## config.mk

```make
export PLATFORM = sky130hd
export DESIGN_NAME = jtag_par_sel
export DESIGN_NICKNAME = d
export VERILOG_FILES = /design/src/rtl/jtsel_pkg.sv /design/src/rtl/jtsel_ctrl.sv /design/src/rtl/jtsel_dp.sv /design/src/rtl/jtag_par_sel.sv
export SDC_FILE = /design/constraint.sdc
export NUM_CORES = 1
export LEC_CHECK = 0
export ABC_AREA = 1
export CORE_ASPECT_RATIO = 1.2
export CORE_MARGIN = 2
export CORE_UTILIZATION = 56
export CTS_BUF_LIST = sky130_fd_sc_hd__clkbuf_16
export DETAILED_ROUTE_END_ITERATION = 16
export PLACE_DENSITY = 0.88
export RECOVER_POWER = 25
export SLEW_MARGIN = 40
export SYNTH_ARGS = -nofsm -noshare
export SYNTH_HDL_FRONTEND = slang
export SYNTH_HIERARCHICAL = 1
export SYNTH_SLANG_ARGS = --single-unit
export TNS_END_PERCENT = 20
```

## constraint.sdc

```tcl
create_clock -name clk -period 3.4 [get_ports clk]
set_input_delay 0.68 -clock clk [delete_from_list [all_inputs] [get_ports clk]]
set_output_delay 0.68 -clock clk [all_outputs]
set_load 0.05 [all_outputs]
```

## src/rtl/jtsel_pkg.sv

```systemverilog
package jtsel_pkg;

  typedef enum logic [1:0] {
    ST_IDLE  = 2'd0,
    ST_PARK  = 2'd1,
    ST_SHIFT = 2'd2
  } seq_state_e;

  // strobes from sequencer to datapath
  typedef struct packed {
    logic load;     // latch a new command's vectors
    logic capture;  // sample TDO into the current bit slot
    logic advance;  // present the next TMS/TDI bit
    logic parkAll;  // force every TMS line high
  } dp_ctrl_t;

endpackage

```

## src/rtl/jtsel_ctrl.sv

```systemverilog
module jtsel_ctrl
  import jtsel_pkg::*;
#(
  parameter int NUM_TARGETS = 6,
  parameter int MAX_BITS    = 32,
  parameter int CLK_DIV     = 4,
  parameter int PARK_TCKS   = 5,
  localparam int TGT_W  = $clog2(NUM_TARGETS),
  localparam int CNT_W  = $clog2(MAX_BITS + 1),
  localparam int IDX_W  = $clog2(MAX_BITS)
) (
  input  logic             clk,
  input  logic             rstN,
  input  logic             cmdValid,
  input  logic [TGT_W-1:0] cmdTarget,
  input  logic [CNT_W-1:0] cmdCount,
  output logic             busy,
  output logic             done,
  output logic             tck,
  output dp_ctrl_t         ctl,
  output logic [IDX_W-1:0] bitIdx,
  output logic [TGT_W-1:0] selIdx
);

  localparam int DIV_W  = $clog2(CLK_DIV);
  localparam int PARK_W = $clog2(PARK_TCKS);

  seq_state_e        state;
  logic [DIV_W-1:0]  divCnt;
  logic              tckQ;
  logic [PARK_W-1:0] parkCnt;
  logic [CNT_W-1:0]  bitCnt;
  logic [CNT_W-1:0]  len;
  logic [TGT_W-1:0]  curTarget;
  logic              selValid;
  logic              doneQ;

  logic countOk, targetOk, accept, needPark, active;
  logic halfDone, riseNow, fallNow, lastBit;

  assign countOk  = (cmdCount != '0) && (cmdCount <= CNT_W'(MAX_BITS));
  assign targetOk = ({1'b0, cmdTarget} < (TGT_W + 1)'(NUM_TARGETS));
  assign accept   = cmdValid && (state == ST_IDLE) && countOk && targetOk;
  assign needPark = !selValid || (cmdTarget != curTarget);
  assign active   = (state != ST_IDLE);
  assign halfDone = (divCnt == DIV_W'(CLK_DIV - 1));
  assign riseNow  = active && halfDone && !tckQ;
  assign fallNow  = active && halfDone && tckQ;
  assign lastBit  = (bitCnt == len - CNT_W'(1));

  always_ff @(posedge clk or negedge rstN) begin
    if (!rstN) begin
      state     <= ST_IDLE;
      divCnt    <= '0;
      tckQ      <= 1'b0;
      parkCnt   <= '0;
      bitCnt    <= '0;
      len       <= '0;
      curTarget <= '0;
      selValid  <= 1'b0;
      doneQ     <= 1'b0;
    end else begin
      doneQ <= 1'b0;
      if (state == ST_IDLE) begin
        divCnt <= '0;
        tckQ   <= 1'b0;
        if (accept) begin
          curTarget <= cmdTarget;
          selValid  <= 1'b1;
          len       <= cmdCount;
          bitCnt    <= '0;
          parkCnt   <= '0;
          state     <= needPark ? ST_PARK : ST_SHIFT;
        end
      end else begin
        if (halfDone) begin
          divCnt <= '0;
          tckQ   <= ~tckQ;
        end else begin
          divCnt <= divCnt + DIV_W'(1);
        end
        if (fallNow) begin
          if (state == ST_PARK) begin
            if (parkCnt == PARK_W'(PARK_TCKS - 1)) state <= ST_SHIFT;
            else parkCnt <= parkCnt + PARK_W'(1);
          end else if (lastBit) begin
            state <= ST_IDLE;
            doneQ <= 1'b1;
          end else begin
            bitCnt <= bitCnt + CNT_W'(1);
          end
        end
      end
    end
  end

  assign ctl.load    = accept;
  assign ctl.capture = (state == ST_SHIFT) && riseNow;
  assign ctl.advance = (state == ST_SHIFT) && fallNow && !lastBit;
  assign ctl.parkAll = (state == ST_PARK) || !selValid;

  assign busy   = active;
  assign done   = doneQ;
  assign tck    = tckQ;
  assign bitIdx = bitCnt[IDX_W-1:0];
  assign selIdx = curTarget;

  // clock rests low outside a command
  p_tck_idle_low_r2: assert property (@(posedge clk) disable iff (!rstN)
    !busy |-> !tck);

  // the selected target cannot move while a command runs
  p_target_hold_r8: assert property (@(posedge clk) disable iff (!rstN)
    (busy && $past(busy)) |-> $stable(curTarget));

  // completion pulse coincides with the return to idle
  p_done_idle_r7: assert property (@(posedge clk) disable iff (!rstN)
    done |-> (!busy && $fell(busy)));

  // bit pointer never passes the requested length
  p_bit_bound_r5: assert property (@(posedge clk) disable iff (!rstN)
    (state == ST_SHIFT) |-> (bitCnt < len));

endmodule

```

## src/rtl/jtsel_dp.sv

```systemverilog
module jtsel_dp
  import jtsel_pkg::*;
#(
  parameter int NUM_TARGETS = 6,
  parameter int MAX_BITS    = 32,
  localparam int TGT_W = $clog2(NUM_TARGETS),
  localparam int IDX_W = $clog2(MAX_BITS)
) (
  input  logic                   clk,
  input  logic                   rstN,
  input  dp_ctrl_t               ctl,
  input  logic [IDX_W-1:0]       bitIdx,
  input  logic [TGT_W-1:0]       selIdx,
  input  logic [MAX_BITS-1:0]    cmdTms,
  input  logic [MAX_BITS-1:0]    cmdTdi,
  input  logic                   tdo,
  output logic [NUM_TARGETS-1:0] tms,
  output logic                   tdi,
  output logic [MAX_BITS-1:0]    rdata
);

  logic [MAX_BITS-1:0] tmsSh;
  logic [MAX_BITS-1:0] tdiSh;
  logic [MAX_BITS-1:0] tdoSh;

  always_ff @(posedge clk or negedge rstN) begin
    if (!rstN) begin
      tmsSh <= '0;
      tdiSh <= '0;
      tdoSh <= '0;
    end else begin
      if (ctl.load) begin
        tmsSh <= cmdTms;
        tdiSh <= cmdTdi;
        tdoSh <= '0;
      end else begin
        if (ctl.advance) begin
          tmsSh <= {1'b0, tmsSh[MAX_BITS-1:1]};
          tdiSh <= {1'b0, tdiSh[MAX_BITS-1:1]};
        end
        if (ctl.capture) tdoSh[bitIdx] <= tdo;
      end
    end
  end

  // one steerable line per target, the rest parked high
  for (genvar g = 0; g < NUM_TARGETS; g++) begin : g_tmsLine
    assign tms[g] = (!ctl.parkAll && (selIdx == TGT_W'(g))) ? tmsSh[0] : 1'b1;
  end

  assign tdi   = tdiSh[0];
  assign rdata = tdoSh;

  // never more than one TMS line pulled low
  p_unselected_high_r3: assert property (@(posedge clk) disable iff (!rstN)
    $countones(~tms) <= 1);

endmodule

```

## src/rtl/jtag_par_sel.sv

```systemverilog
module jtag_par_sel
  import jtsel_pkg::*;
#(
  parameter int NUM_TARGETS = 6,
  parameter int MAX_BITS    = 32,
  parameter int CLK_DIV     = 4,
  parameter int PARK_TCKS   = 5,
  localparam int TGT_W = $clog2(NUM_TARGETS),
  localparam int CNT_W = $clog2(MAX_BITS + 1),
  localparam int IDX_W = $clog2(MAX_BITS)
) (
  input  logic                   clk,
  input  logic                   rstN,
  input  logic                   cmdValid,
  input  logic [TGT_W-1:0]       cmdTarget,
  input  logic [CNT_W-1:0]       cmdCount,
  input  logic [MAX_BITS-1:0]    cmdTms,
  input  logic [MAX_BITS-1:0]    cmdTdi,
  output logic                   busy,
  output logic                   done,
  output logic [MAX_BITS-1:0]    rdata,
  output logic                   tck,
  output logic                   tdi,
  input  logic                   tdo,
  output logic [NUM_TARGETS-1:0] tms,
  input  logic [NUM_TARGETS-1:0] targetRstReq,
  output logic [NUM_TARGETS-1:0] targetRstN
);

  dp_ctrl_t         ctl;
  logic [IDX_W-1:0] bitIdx;
  logic [TGT_W-1:0] selIdx;

  jtsel_ctrl #(
    .NUM_TARGETS(NUM_TARGETS), .MAX_BITS(MAX_BITS),
    .CLK_DIV(CLK_DIV), .PARK_TCKS(PARK_TCKS)
  ) u_ctrl (
    .clk(clk), .rstN(rstN), .cmdValid(cmdValid), .cmdTarget(cmdTarget),
    .cmdCount(cmdCount), .busy(busy), .done(done), .tck(tck),
    .ctl(ctl), .bitIdx(bitIdx), .selIdx(selIdx)
  );

  jtsel_dp #(
    .NUM_TARGETS(NUM_TARGETS), .MAX_BITS(MAX_BITS)
  ) u_dp (
    .clk(clk), .rstN(rstN), .ctl(ctl), .bitIdx(bitIdx), .selIdx(selIdx),
    .cmdTms(cmdTms), .cmdTdi(cmdTdi), .tdo(tdo),
    .tms(tms), .tdi(tdi), .rdata(rdata)
  );

  always_ff @(posedge clk or negedge rstN) begin
    if (!rstN) targetRstN <= '1;
    else       targetRstN <= ~targetRstReq;
  end

  // reset line follows its request one clock later
  p_reset_follow_r10: assert property (@(posedge clk) disable iff (!rstN)
    $past(rstN) |-> (targetRstN == ~$past(targetRstReq)));

endmodule

```

==> impl_metrics.env, run 1 <==
export IMPL_outcome="finished, final reports clean"
export IMPL_core_um2=11100
export IMPL_synth_top_area_share_pct=47.4
export IMPL_internal_power_mw=3.99
export IMPL_pwr_share_clk_pct=30.1
export IMPL_grt_usage_pct=26.3
export IMPL_post_route_period_util_pct=92.2
export IMPL_chipWidth_um=102
export IMPL_rsz0062_at_grt="no"
export IMPL_ios=131
export IMPL_dieArea_um2=12300
export IMPL_gp_congestion=0.793
export IMPL_dp_hpwl_um=10200
export IMPL_synth_edff_count=0
export IMPL_cts_root_buf="clkbuf_16"
export IMPL_ys_types=32
export IMPL_clockBufferDepth=2
export IMPL_synth_nets=930
export IMPL_ys_warn_count=6
export IMPL_area_delta_synth_final_pct=30.4
export IMPL_criticalPathCategory="reg -> out"
export IMPL_grt_pass1_vias=5574
export IMPL_netlist_area_um2=6390
export IMPL_viasPerCell=5.15
export IMPL_drive_gt1_share_pct=6.88
export IMPL_cts_made_buffers=17
export IMPL_hold_viol=0
export IMPL_cap_viol_max_count=0
export IMPL_syn_area_per_cell_um2=7.59
export IMPL_swShare_pct=36.4
export IMPL_grt_ovfl_total=0
export IMPL_tns_ps=0
export IMPL_cts_resized=0
export IMPL_cp_max_fo=7
export IMPL_rows=42
export IMPL_cts_tree="done"
export IMPL_die_y_um=121
export IMPL_ant_nets=0
export IMPL_max_freq_mhz=319
export IMPL_dr_pass1_iters=7
export IMPL_min_period_ps=3140
export IMPL_ff2ff_setup_slack_ps=610
export IMPL_timing_final_ws_setup_ps=264
export IMPL_seq_area_frac_synth_pct=49.8
export IMPL_yosysMostFrequentCell="nand2_1"
export IMPL_slew_viol_final=0
export IMPL_n_antenna_cell=0
export IMPL_cts_hold_buf=0
export IMPL_power_switching_mw=2.28
export IMPL_p_per_area_nw_per_um2=752
export IMPL_wl_per_cell_um=14.0
export IMPL_route_detailed_drc=0
export IMPL_route_vias_total=5804
export IMPL_peakVddDrop_mv=0.405
export IMPL_grt_pass1_wl_um=25600
export IMPL_power_share_combinational_pct=31.1
export IMPL_finalNetCount=1049
export IMPL_clk_pin_slew_ps=60
export IMPL_tightest_slew_ps=1200
export IMPL_htree_levels=4
export IMPL_grt_max_degree=88
export IMPL_ys_ff_latch=127
export IMPL_end_kind="output port"
export IMPL_synthArstFlopShare_pct=100
export IMPL_drt_iter0_drc=336
export IMPL_synth_top_flop_cell="dfrtp_1"
export IMPL_relSlewSlack_pct=19.7
export IMPL_drt_wl_total_um=15800
export IMPL_clock_skew_final_ps=8.46
export IMPL_clock_sinks=127
export IMPL_clock_latency_ps=410
export IMPL_hold_path_class="reg -> reg"
export IMPL_portBuffers=130
export IMPL_p_leak_nw=4.09
export IMPL_final_core_util_pct=75.2
export IMPL_cp_start_kind="flop"
export IMPL_setup_violations=0
export IMPL_syn_instance_count=842
export IMPL_cp_required_ps=2720
export IMPL_synth_commonest_cells="nand2_1, dfrtp_1, nand3_1"
export IMPL_dp_slack_ps=471
export IMPL_antenna_found_initial=0
export IMPL_cts_setup_buffers=0
export IMPL_synth_area_leaders="dfrtp_1, nand2_1, nand3_1"
export IMPL_start_util_pct=57.6
export IMPL_worstPathArrival_ps=2460
export IMPL_synth_largest_area_cell="dfrtp_1"
export IMPL_power_frac_seq_pct=38.8
## worst paths after layout
path                                              from                         end  cells after the start
max in group asynchronous                         rstN  u_dp/rdata[11]$_DFFE_PN0P_                      2
min in group asynchronous                         rstN  u_dp/tdiSh[24]$_DFFE_PN0P_                      1
hold / removal              u_ctrl/divCnt[0]$_DFF_PN0_  u_ctrl/divCnt[0]$_DFF_PN0_                      1
hold reg to reg             u_ctrl/divCnt[0]$_DFF_PN0_  u_ctrl/divCnt[0]$_DFF_PN0_                      1
setup reg to reg             u_ctrl/len[0]$_DFFE_PN0P_   u_dp/tdiSh[3]$_DFFE_PN0P_                     15
setup / recovery           u_ctrl/state[1]$_DFFE_PN0P_                      tms[2]                      6
## metal layers
metal / vias up / GRT usage (%) / part of all wire (%)
met4: 0 / 7.52 / 1.5
li1: 2852 / - / -
met3: 21 / 6.68 / 6.7
met5: - / 0 / 0
met1: 2719 / 33.2 / 41
met2: 212 / 44.4 / 51
## power groups by stage
| stage | Clock [mW] | Combinational (mW) | Sequential [mW] |
|---|---|---|---|
| floorplan | 0 | 1.23 | 2.52 |
| global placement | 0 | 1.85 | 2.41 |
| detailed placement | 0 | 1.92 | 2.42 |
| CTS | 1.91 | 1.96 | 2.42 |
| global route | 2.00 | 2.16 | 2.48 |
| finish | 1.89 | 1.95 | 2.43 |
## layout make-up
class	instances	area [µm²]
inverter	101	384
clock buffer	17	425
tap	154	193
sequential	127	3190
timing repair buffer	138	1360
multi-input combinational	576	2590
fill	793	2750
clock inverter	15	194
## sequential cells by signal, indices dropped and copies added, names as in the netlist, 2 cells and up
name	flops
u_dp/tdiSh	32
u_ctrl/parkCnt	3
u_ctrl/selIdx	3
u_ctrl/state	2
u_ctrl/divCnt	2
targetRstN	6
u_ctrl/len	6
u_dp/tmsSh	32
u_dp/rdata	32
u_ctrl/bitCnt	6
## critical path, stage by stage (launching register included)
cell and delay (ps):
dfrtp_1 480, nor2_1 140, inv_1 130, nand2_1 80, nor3_1 370, nand3_1 130
clkdlybuf4s50_1 730
## metrics by stage
stage          hold WS (ps)  instances  area (µm²)  power (mW)
6_report                453       1128        8340        6.27
5_1_grt                 478       1128        8340        6.64
4_1_cts                 147       1128        8360        6.29
3_5_place_dp            453       1096        7740        4.34
3_3_place_gp            423       1096        7740        4.26
2_1_floorplan           384        842        6390        3.75
## cell families (layout without fill, tap and decap cells)
logic type / count (synthesis) / in the layout / share of synthesized area (%)
AND/OR/NAND/NOR: 514 / 514 / 33.9
buffers and inverters: 139 / 271 / 9.69
flip-flops: 127 / 127 / 49.8
AO/OA/AOI/OAI: 49 / 49 / 4.50
XOR/XNOR: 8 / 8 / 1.10
adder cells (fa/ha/maj): 5 / 5 / 0.979
## cells in the final DEF, fill, tap and decap left out, drive strengths merged
cell type / n
a21oi: 7
a31oi: 1
buf: 6
bufinv: 4
clkbuf: 20
clkdlybuf4s50: 129
clkinv: 6
clkinvlp: 4
dfrtp: 121
dfstp: 6
ha: 5
inv: 102
nand2: 300
nand3: 108
nand4: 6
nor2: 86
nor3: 12
o211ai: 9
o21ai: 26
o22ai: 6
or2: 2
xnor2: 3
xor2: 5
Power figures use the tool's default switching activity.
==> inputs of run 2 (changes only) <==
ABC_CLOCK_PERIOD_IN_PS = 3400   (was not set)
==> results of run 2 <==
Same layout as run 1: the final DEF is identical, and so are final timing and power.
